**config.mk**
```make
export PLATFORM = sky130hd
export DESIGN_NAME = feac_rx
export DESIGN_NICKNAME = d
export VERILOG_FILES = /design/src/rtl/feac_rx.sv
export SDC_FILE = /design/constraint.sdc
export NUM_CORES = 1
export LEC_CHECK = 0
export BUFFER_PORTS_ARGS = -buffer_cell sky130_fd_sc_hd__buf_4
export CAP_MARGIN = 20
export CELL_PAD_IN_SITES_DETAIL_PLACEMENT = 1
export CELL_PAD_IN_SITES_GLOBAL_PLACEMENT = 1
export CORE_UTILIZATION = 50
export CTS_BUF_LIST = sky130_fd_sc_hd__clkbuf_8
export CTS_CLUSTER_DIAMETER = 80
export DETAILED_ROUTE_END_ITERATION = 7
export PLACE_DENSITY = 0.79
export REMOVE_ABC_BUFFERS = 1
export SLEW_MARGIN = 20
export SYNTH_ARGS = -nofsm -noshare
export SYNTH_HDL_FRONTEND = slang
export SYNTH_SLANG_ARGS = --single-unit
```
**constraint.sdc**
```tcl
create_clock -name clk -period 3.5 [get_ports clk]
set_input_delay 0.35 -clock clk [delete_from_list [all_inputs] [get_ports clk]]
set_output_delay 0.35 -clock clk [all_outputs]
set_load 0.02 [all_outputs]
```
**src/rtl/feac_rx.sv**
```systemverilog
module feac_rx #(
  parameter int CONFIRM = 10,
  parameter int DEPTH   = 4
) (
  input  logic       clk,
  input  logic       rst_n,
  input  logic       bit_en,
  input  logic       bit_in,
  input  logic       rd_stb,
  input  logic       feac_mask,
  input  logic       idle_ie,
  output logic       ev_code,
  output logic       ev_idle,
  output logic       ev_ovf,
  output logic       fifo_empty,
  output logic [5:0] fifo_data,
  output logic       irq
);
  localparam int CW = $clog2(CONFIRM + 1);
  localparam int AW = $clog2(DEPTH);
  localparam int NW = $clog2(DEPTH + 1);

  logic [15:0]   sr;
  logic [4:0]    gap, ones;
  logic [5:0]    cand, lastp;
  logic [CW-1:0] cnt;
  logic          lv;
  logic [5:0]    mem [DEPTH];
  logic [AW-1:0] wp, rp;
  logic [NW-1:0] n;

  wire [15:0] nsr   = {bit_in, sr[15:1]};
  wire        hit   = bit_en && nsr[7:0] == 8'hFF && !nsr[8] && !nsr[15];
  wire [5:0]  pay   = nsr[14:9];
  wire        same  = hit && cnt != '0 && pay == cand && gap == 5'd15;
  wire [CW-1:0] cnt_n = !same ? CW'(1) : (cnt == CW'(CONFIRM)) ? cnt : cnt + 1'b1;
  wire        valid = hit && cnt_n == CW'(CONFIRM) && (!lv || pay != lastp);
  wire        idle  = bit_en && bit_in && ones == 5'd15 && lv;
  wire        full  = n == NW'(DEPTH);
  wire        push  = valid && !full;
  wire        pop   = rd_stb && n != '0;

  always_ff @(posedge clk) begin
    if (!rst_n) begin
      sr <= '0; gap <= '0; ones <= '0; cand <= '0; lastp <= '0; cnt <= '0; lv <= 1'b0;
    end else if (bit_en) begin
      sr   <= nsr;
      gap  <= hit ? 5'd0 : (gap == 5'd31 ? gap : gap + 5'd1);
      ones <= !bit_in ? 5'd0 : (ones == 5'd16 ? ones : ones + 5'd1);
      if (hit) begin
        cand <= pay;
        cnt  <= cnt_n;
      end
      if (valid) begin
        lv    <= 1'b1;
        lastp <= pay;
      end else if (idle) begin
        lv  <= 1'b0;
        cnt <= '0;
      end
    end
  end

  always_ff @(posedge clk) begin
    if (!rst_n) begin
      wp <= '0; rp <= '0; n <= '0;
    end else begin
      if (push) wp <= wp + 1'b1;
      if (pop)  rp <= rp + 1'b1;
      n <= n + NW'(push) - NW'(pop);
    end
  end

  always_ff @(posedge clk)
    if (push) mem[wp] <= pay;

  always_ff @(posedge clk) begin
    if (!rst_n) begin
      ev_code <= 1'b0; ev_idle <= 1'b0; ev_ovf <= 1'b0;
    end else begin
      ev_code <= valid | (ev_code & ~rd_stb);
      ev_idle <= idle | (ev_idle & ~rd_stb);
      ev_ovf  <= (valid & full) | (ev_ovf & ~rd_stb);
    end
  end

  assign fifo_empty = n == '0;
  assign fifo_data  = fifo_empty ? 6'd0 : mem[rp];
  assign irq        = feac_mask & (ev_code | (idle_ie & ev_idle));
endmodule


```
==> results of run 1 <==
[flip-flops by register name, summed over array words and instances, names as in the netlist, named ones only]
signal and cells:
cand 6, cnt 4, ev_code 1, ev_idle 1
ev_ovf 1, gap 5, lastp 6, lv 1
mem 24, n 3, ones 5, rp 2
sr 15, wp 2
[synth_stat cells, types with 4 or more instances]
library cell	count
nand2_1	34
nor2_1	29
a21oi_1	15
clkbuf_1	11
nand3_1	9
nor2b_1	10
mux4_2	6
nor3_1	5
dfxtp_1	54
o21ai_0	10
a22oi_1	4
and2_1	8
nand4_1	5
ha_1	15
inv_1	20
xnor2_1	13
xor2_1	5
mux2i_1	24
edfxtp_1	24
[cells in the final DEF (no fill, tap or decap), types with 8 or more instances in the layout]
cell type	Yosys	routed
a21oi_1	15	15
and2_1	8	8
buf_4	0	27
clkbuf_8	0	9
dfxtp_1	54	54
edfxtp_1	24	24
ha_1	15	15
inv_1	20	20
mux2i_1	24	24
nand2_1	34	34
nand3_1	9	9
nor2_1	29	29
nor2b_1	10	10
o21ai_0	10	10
xnor2_1	13	13
[critical path, cell delays in order (launching register included)]
cell     delay, ns
dfxtp_1       0.47
inv_1         0.11
ha_1          0.25
nor3_1        0.21
a31o_1        0.13
a31oi_1       0.16
nor4b_4       0.30
buf_4         0.19
inv_1         0.06
ha_1          0.27
inv_1         0.04
ha_1          0.18
fa_1          0.38
xnor2_1       0.17
nor2_1        0.06
[per-stage QoR]
stage          cell area, µm²  total power, mW  setup WS (ns)    util  hold slack (ns)
5_1_grt                  4034            2.191         0.1493  0.5873           0.1736
6_report                 4034            2.086         0.3924  0.5873           0.1749
2_1_floorplan            3510            1.256         0.5593       -           0.4377
3_3_place_gp             3832            1.400         0.6394  0.5579           0.4455
3_5_place_dp             3832            1.418         0.4502  0.5579           0.4586
4_1_cts                  4034            2.112         0.3924  0.5873           0.1735
[area by class of cell]
cell class / count / area [µm²] / area share
tap: 96 / 120.1 / 0.02978
clock inverter: 7 / 77.57 / 0.01923
clock buffer: 9 / 123.9 / 0.03071
inverter: 20 / 75.07 / 0.01861
multi-input combinational: 223 / 1633 / 0.4048
timing repair buffer: 27 / 202.7 / 0.05025
sequential: 78 / 1802 / 0.4467
[layer usage]
metal | GRT usage | wire length, µm | vias to the layer above | part of all wire
met5 | 0 | 0 | - | 0
met4 | 0.1000 | 140 | 0 | 0.018
met3 | 0.03905 | 159 | 13 | 0.021
met2 | 0.4202 | 4065 | 27 | 0.53
met1 | 0.2694 | 3352 | 1229 | 0.43
li1 | - | - | 1206 | -
[power by group]
group	internal [mW]	switching (mW)
clock	0.338	0.360
sequential	0.961	0.0452
combinational	0.179	0.202
[cells by family after synthesis]
family | Yosys count | share of synthesized area
AO/OA/AOI/OAI | 42 | 0.07270
XOR/XNOR | 18 | 0.04383
adder cells (fa/ha/maj) | 16 | 0.05774
buffers and inverters | 37 | 0.04522
flip-flops | 78 | 0.5009
multiplexers | 30 | 0.1043
AND/OR/NAND/NOR | 117 | 0.1753
[how the worst max path moves through the flow]
| stage | startpoint | end | slack, ns | depth (start not counted) |
|---|---|---|---|---|
| 3_5_place_dp | cnt[0] | n[2] | 0.45 | 14 |
| 3_3_place_gp | cnt[0] | n[2] | 0.64 | 14 |
| 5_1_grt | cnt[0] | n[2] | 0.15 | 14 |
| 2_1_floorplan | bit_in | n[2] | 0.56 | 11 |
| 4_1_cts | cnt[0] | n[2] | 0.39 | 14 |
| 6_report | cnt[0] | n[2] | 0.39 | 14 |
==> results by group, run 1 <==
Logic synthesis
  – Post-Synthesis Cells: about 340
  – Cell taking the most area after synthesis: dfxtp_1
  – Distinct cells, synth: 44
  – Post-synth top flop: dfxtp_1
  – Post-Syn Area: about 3600 µm²
  – Seq/Total Area, Yosys: 0.5009
  – Mean Syn Cell Area: 10.64 µm²
  – Synth Register Bits: approximately 80
  – EDFF count, synth: 24
  – Asr flop ratio synth: 0
  – Share of the synthesized area in the top cell type: 0.3005
  – Ranking of synthesized cells by area: dfxtp_1 (30%), edfxtp_1 (20%), mux2i_1 (6.7%)
  – Syn. warnings: 0

CTS
  – CTS Sinks: about 80
  – PostCTS Resize Cnt: 0
  – Skew-Pair Late Insertion Delay: between 0.3 and 0.4 ns
  – Clock Tree Root: clkbuf_8
  – Clock Pin Slew Worst Setup and Hold Paths: 0.09 ns
  – CTS Buf Count: 9
  – Hold_buf cts: 0
  – Setup Buffers After CTS: 0
  – Clock buffer depth: 2
  – TritonCTS clock tree: yes
  – CTS H-tree depth: 3

Global routing
  – GRT Total Usage: 0.2322
  – Largest net degree at the start of global routing: 40
  – Vias in the first global route: 2670
  – Initial antenna violation count: 0
  – First-pass GRT wire length: between 10000 and 15000 µm
  – Global route overflow: 0

Timing
  – Crit share post-route: 0.8879
  – Fmax: about 0.32 GHz
  – Rel. slew slack: 0.6250
  – Final setup viols: 0
  – Final Max Tran Viols: 0
  – Setup TNS: 0 ns
  – Slew at the pin closest to its max-slew limit: 0.5625 ns
  – RSZ-0062 raised after global routing: no
  – Final Critical Period: 3.108 ns
  – Final hold violation count: 0
  – Clk_skew: 0.005129 ns

Power
  – Peak VDD IR: a little under 0.0003 V
  – P_leak: about 1.5 nW
  – Cell area power density: between 500 and 600 nW/µm²

Place
  – Placed cells: approximately 440
  – Global placer's final weighted congestion: roughly 0.74
  – Final HPWL DP: 5448 µm
  – Buffers added on ports: 17

Detailed routing
  – DRT iter0 DRCs: 90
  – Final WL: 7716 µm
  – DRC: 0
  – Avg Vias per Cell: approximately 5.4
  – First-pass DRT Iterations: 4
  – Via Count: ~2500
  – DRT antenna net count: 0
  – Routed WL per cell: between 15 and 20 µm

Floorplanning
  – Chip width: between 80 and 90 µm
  – Row Count: 30
  – Core Box Area: about 7000 µm²
  – Initial Utilization: 0.5237
  – Die Ht: approximately 87 µm
  – Die Footprint: approximately 7500 µm²
  – I/O pins: 18

Job
  – Max-Cap Viols: 0

Min path
  – HP Start: rd_stb
  – Endpoint, Worst Hold: ev_ovf
  – Hold Path Class: in2reg
  – Hold Path Depth: 2

Layout
  – # diodes: 0
  – Area growth, synth to finish: 12.14%
  – Fin cells: 460
  – Post-layout nets: roughly 380
  – Fill count: between 700 and 800
  – Ratio of cells with drive above 1 in the final layout: 0.1511

Setup path
  – R2R cell count: 14
  – R2r endpoint: n[2]
  – WP data required: ~3.7 ns
  – Crit start category: flop
  – CP arrival: ~3.4 ns
  – Flop-to-flop setup slack: slightly below 0.4 ns
  – CP Capture Type: flop
  – Worst reg2reg startpoint: cnt[0]
  – Setup Crit Path Kind: reg2reg
  – Max Fanout on Critical Path: 7

Status
  – Status: complete, no violations
Note: power is estimated with default switching activity, not from simulation.
==> inputs of run 2 (changes only) <==
--- a/config.mk
+++ b/config.mk
@@ -9,6 +9,7 @@
 export CAP_MARGIN = 20
 export CELL_PAD_IN_SITES_DETAIL_PLACEMENT = 1
 export CELL_PAD_IN_SITES_GLOBAL_PLACEMENT = 1
+export CORE_ASPECT_RATIO = 1.4
 export CORE_UTILIZATION = 50
 export CTS_BUF_LIST = sky130_fd_sc_hd__clkbuf_8
 export CTS_CLUSTER_DIAMETER = 80
==> constraint.sdc (replaced) <==
create_clock -name clk -period 3.5 [get_ports clk]
set_input_delay 0.525 -clock clk [delete_from_list [all_inputs] [get_ports clk]]
set_output_delay 0.525 -clock clk [all_outputs]
set_load 0.02 [all_outputs]
==> run 2 against run 1 <==
Compared with the run above:
- final area is 0.12% higher
- largest cell class unchanged
- sequential cell count stayed put
- count of clock-buffer cells in the layout rose by 2
- cell count unchanged
- critical path depth decreased by 1
- combinational power grew 2%
- sequential share of layout area shrank 0.055 points
- clock skew rose by 0.0026 ns
==> results by group, run 2 (synthesized netlist as in run 1, its figures left out) <==
Status
  – Status: complete, no violations

Setup path
  – CP Cell Sequence: inv_1 > ha_1 > nor3_1 > a31o_1 > a31oi_1 > nor4b_4 > inv_1 > ha_1 > inv_1 > ha_1 > fa_1 > xnor2_1 > nor2_1
  – Max Fanout on Critical Path: 7
  – Flop-to-flop setup slack: about 0.65 ns
  – WP data required: about 3.7 ns
  – Setup Crit Path Kind: reg2reg
  – CP Capture Type: flop
  – Crit start category: flop
  – Worst path max stage delay: 0.45 ns
  – CP arrival: 3.08 ns
  – Crit path max-delay cell type: dfxtp_1

CTS
  – Clock Pin Slew Worst Setup and Hold Paths: ~0.080 ns
  – CTS Sinks: between 70 and 80
  – CTS Buf Count: 9
  – PostCTS Resize Cnt: 0
  – CTS H-tree depth: 3
  – Skew-Pair Late Insertion Delay: about 0.36 ns
  – Clock Tree Root: clkbuf_8
  – Hold_buf cts: 0
  – TritonCTS clock tree: yes
  – Setup Buffers After CTS: 0
  – Clock buffer depth: 2

Detailed routing
  – DRT iter0 DRCs: between 100 and 150
  – Routed wl met3: roughly 150 µm
  – Avg Vias per Cell: between 5 and 6
  – DRC: 0
  – Met2 WL: around 4000 µm
  – Routed WL per cell: around 16 µm
  – Via Count: 2455
  – DRT met1 WL: 3184 µm
  – Final WL: 7465 µm
  – DRT antenna net count: 0
  – First-pass DRT Iterations: 4
  – Highest metal used: met4

Global routing
  – First-pass GRT wire length: between 10000 and 15000 µm
  – Vias in the first global route: 2552
  – Global route overflow: 0
  – Initial antenna violation count: 0
  – GRT Total Usage: 0.2188
  – Largest net degree at the start of global routing: 26

Layout
  – Post-layout nets: 383
  – Area growth, synth to finish: 12.28%
  – Multi-input logic area: roughly 1600 µm²
  – FF+latch area: ~1800 µm²
  – Top flop regs: mem: 24 flops, sr: 15 flops
  – Largest reg by FF count: mem
  – # diodes: 0
  – Commonest non-fill, non-tap cell in the layout: dfxtp_1
  – Largest register FFs: 24
  – Fill count: ~770
  – Most frequent cells in the layout: dfxtp_1 (54), nand2_1 (34), nor2_1 (29)
  – Ratio of cells with drive above 1 in the final layout: 0.1507

Place
  – Pre-CTS WS: 0.5440 ns
  – Global placer's final weighted congestion: around 0.74
  – Final HPWL DP: around 5300 µm
  – Buffers added on ports: 17

Power
  – Reg power frac: 0.484
  – Tot Pwr: ~2.1 mW
  – P_leak: approximately 1.5 nW
  – Comb power frac: 0.187
  – Clk pwr share: 0.329
  – Net Switching: slightly below 600 µW
  – Peak VDD IR: about 0.00024 V
  – Cell area power density: between 500 and 600 nW/µm²
  – P_int: around 1.5 mW
  – Sw Share: 0.2776

Floorplanning
  – Row Count: 36
  – I/O pins: 18
  – Die Footprint: about 7500 µm²
  – Chip width: around 74 µm
  – Die Ht: a little over 100 µm
  – Core Box Area: around 7000 µm²
  – Initial Utilization: 0.5152

Timing
  – Crit share post-route: 0.8150
  – Clk_skew: 0.007778 ns
  – Final Max Tran Viols: 0
  – Setup TNS: 0 ns
  – Rel. slew slack: 0.5904
  – Final Critical Period: 2.852 ns
  – Final hold violation count: 0
  – Slew at the pin closest to its max-slew limit: ~0.61 ns
  – RSZ-0062 raised after global routing: no
  – Final WS setup: ~0.65 ns
  – Fmax: approximately 0.35 GHz
  – Final setup viols: 0

Min path
  – Hold Path Class: in2reg

Job
  – Max-Cap Viols: 0
==> run 2: routing by layer <==
layer	global-route usage	up-vias
met4	0.1154	0
met3	0.04142	12
met1	0.2392	1208
li1	-	1209
met2	0.3945	26
met5	0	-
==> run 2: path summary, 6_finish.rpt <==
check                             start  endpoint  cells after the start
worst max-delay path             cnt[0]      n[2]                     13
worst min-delay path             rd_stb    ev_ovf                      2
worst max register to register   cnt[0]      n[2]                     13
worst min register to register  cand[4]   cand[4]                      2
==> run 2: final cells by class <==
type | instances | share of cell area
sequential | 78 | 0.4461
multi-input combinational | 223 | 0.4043
timing repair buffer | 28 | 0.05204
clock buffer | 11 | 0.03748
tap | 95 | 0.02943
inverter | 20 | 0.01859
clock inverter | 5 | 0.01208
==> run 2: worst max-delay path: cells and delay by family, from the launching register on <==
family	cells	cell delay [ns]
adders and majority gates	4	1.08
buffers and inverters	3	0.21
xor gates and xnor gates	1	0.16
AOI/OAI and AO/OA	2	0.27
and+or+nand+nor	3	0.55
DFF	1	0.45
==> run 2: power by group through the flow <==
stage / sequential [mW] / clock [mW] / combinational (mW)
after CTS: 1.01 / 0.699 / 0.397
final: 1.01 / 0.684 / 0.390
after global placement: 1.02 / 0 / 0.375
after detailed placement: 1.03 / 0 / 0.395
after global routing: 1.01 / 0.743 / 0.427
after floorplan: 1.02 / 0 / 0.239
==> run 2: metrics by stage <==
step           std cells  area, µm²  hold WS (ns)  utilization
2_1_floorplan        321       3510        0.4465            -
4_1_cts              460       4039        0.3473       0.5785
6_report             460       4039        0.3621       0.5785
5_1_grt              460       4039        0.3477       0.5785
3_3_place_gp         444       3839        0.4480       0.5498
3_5_place_dp         444       3839        0.4625       0.5498
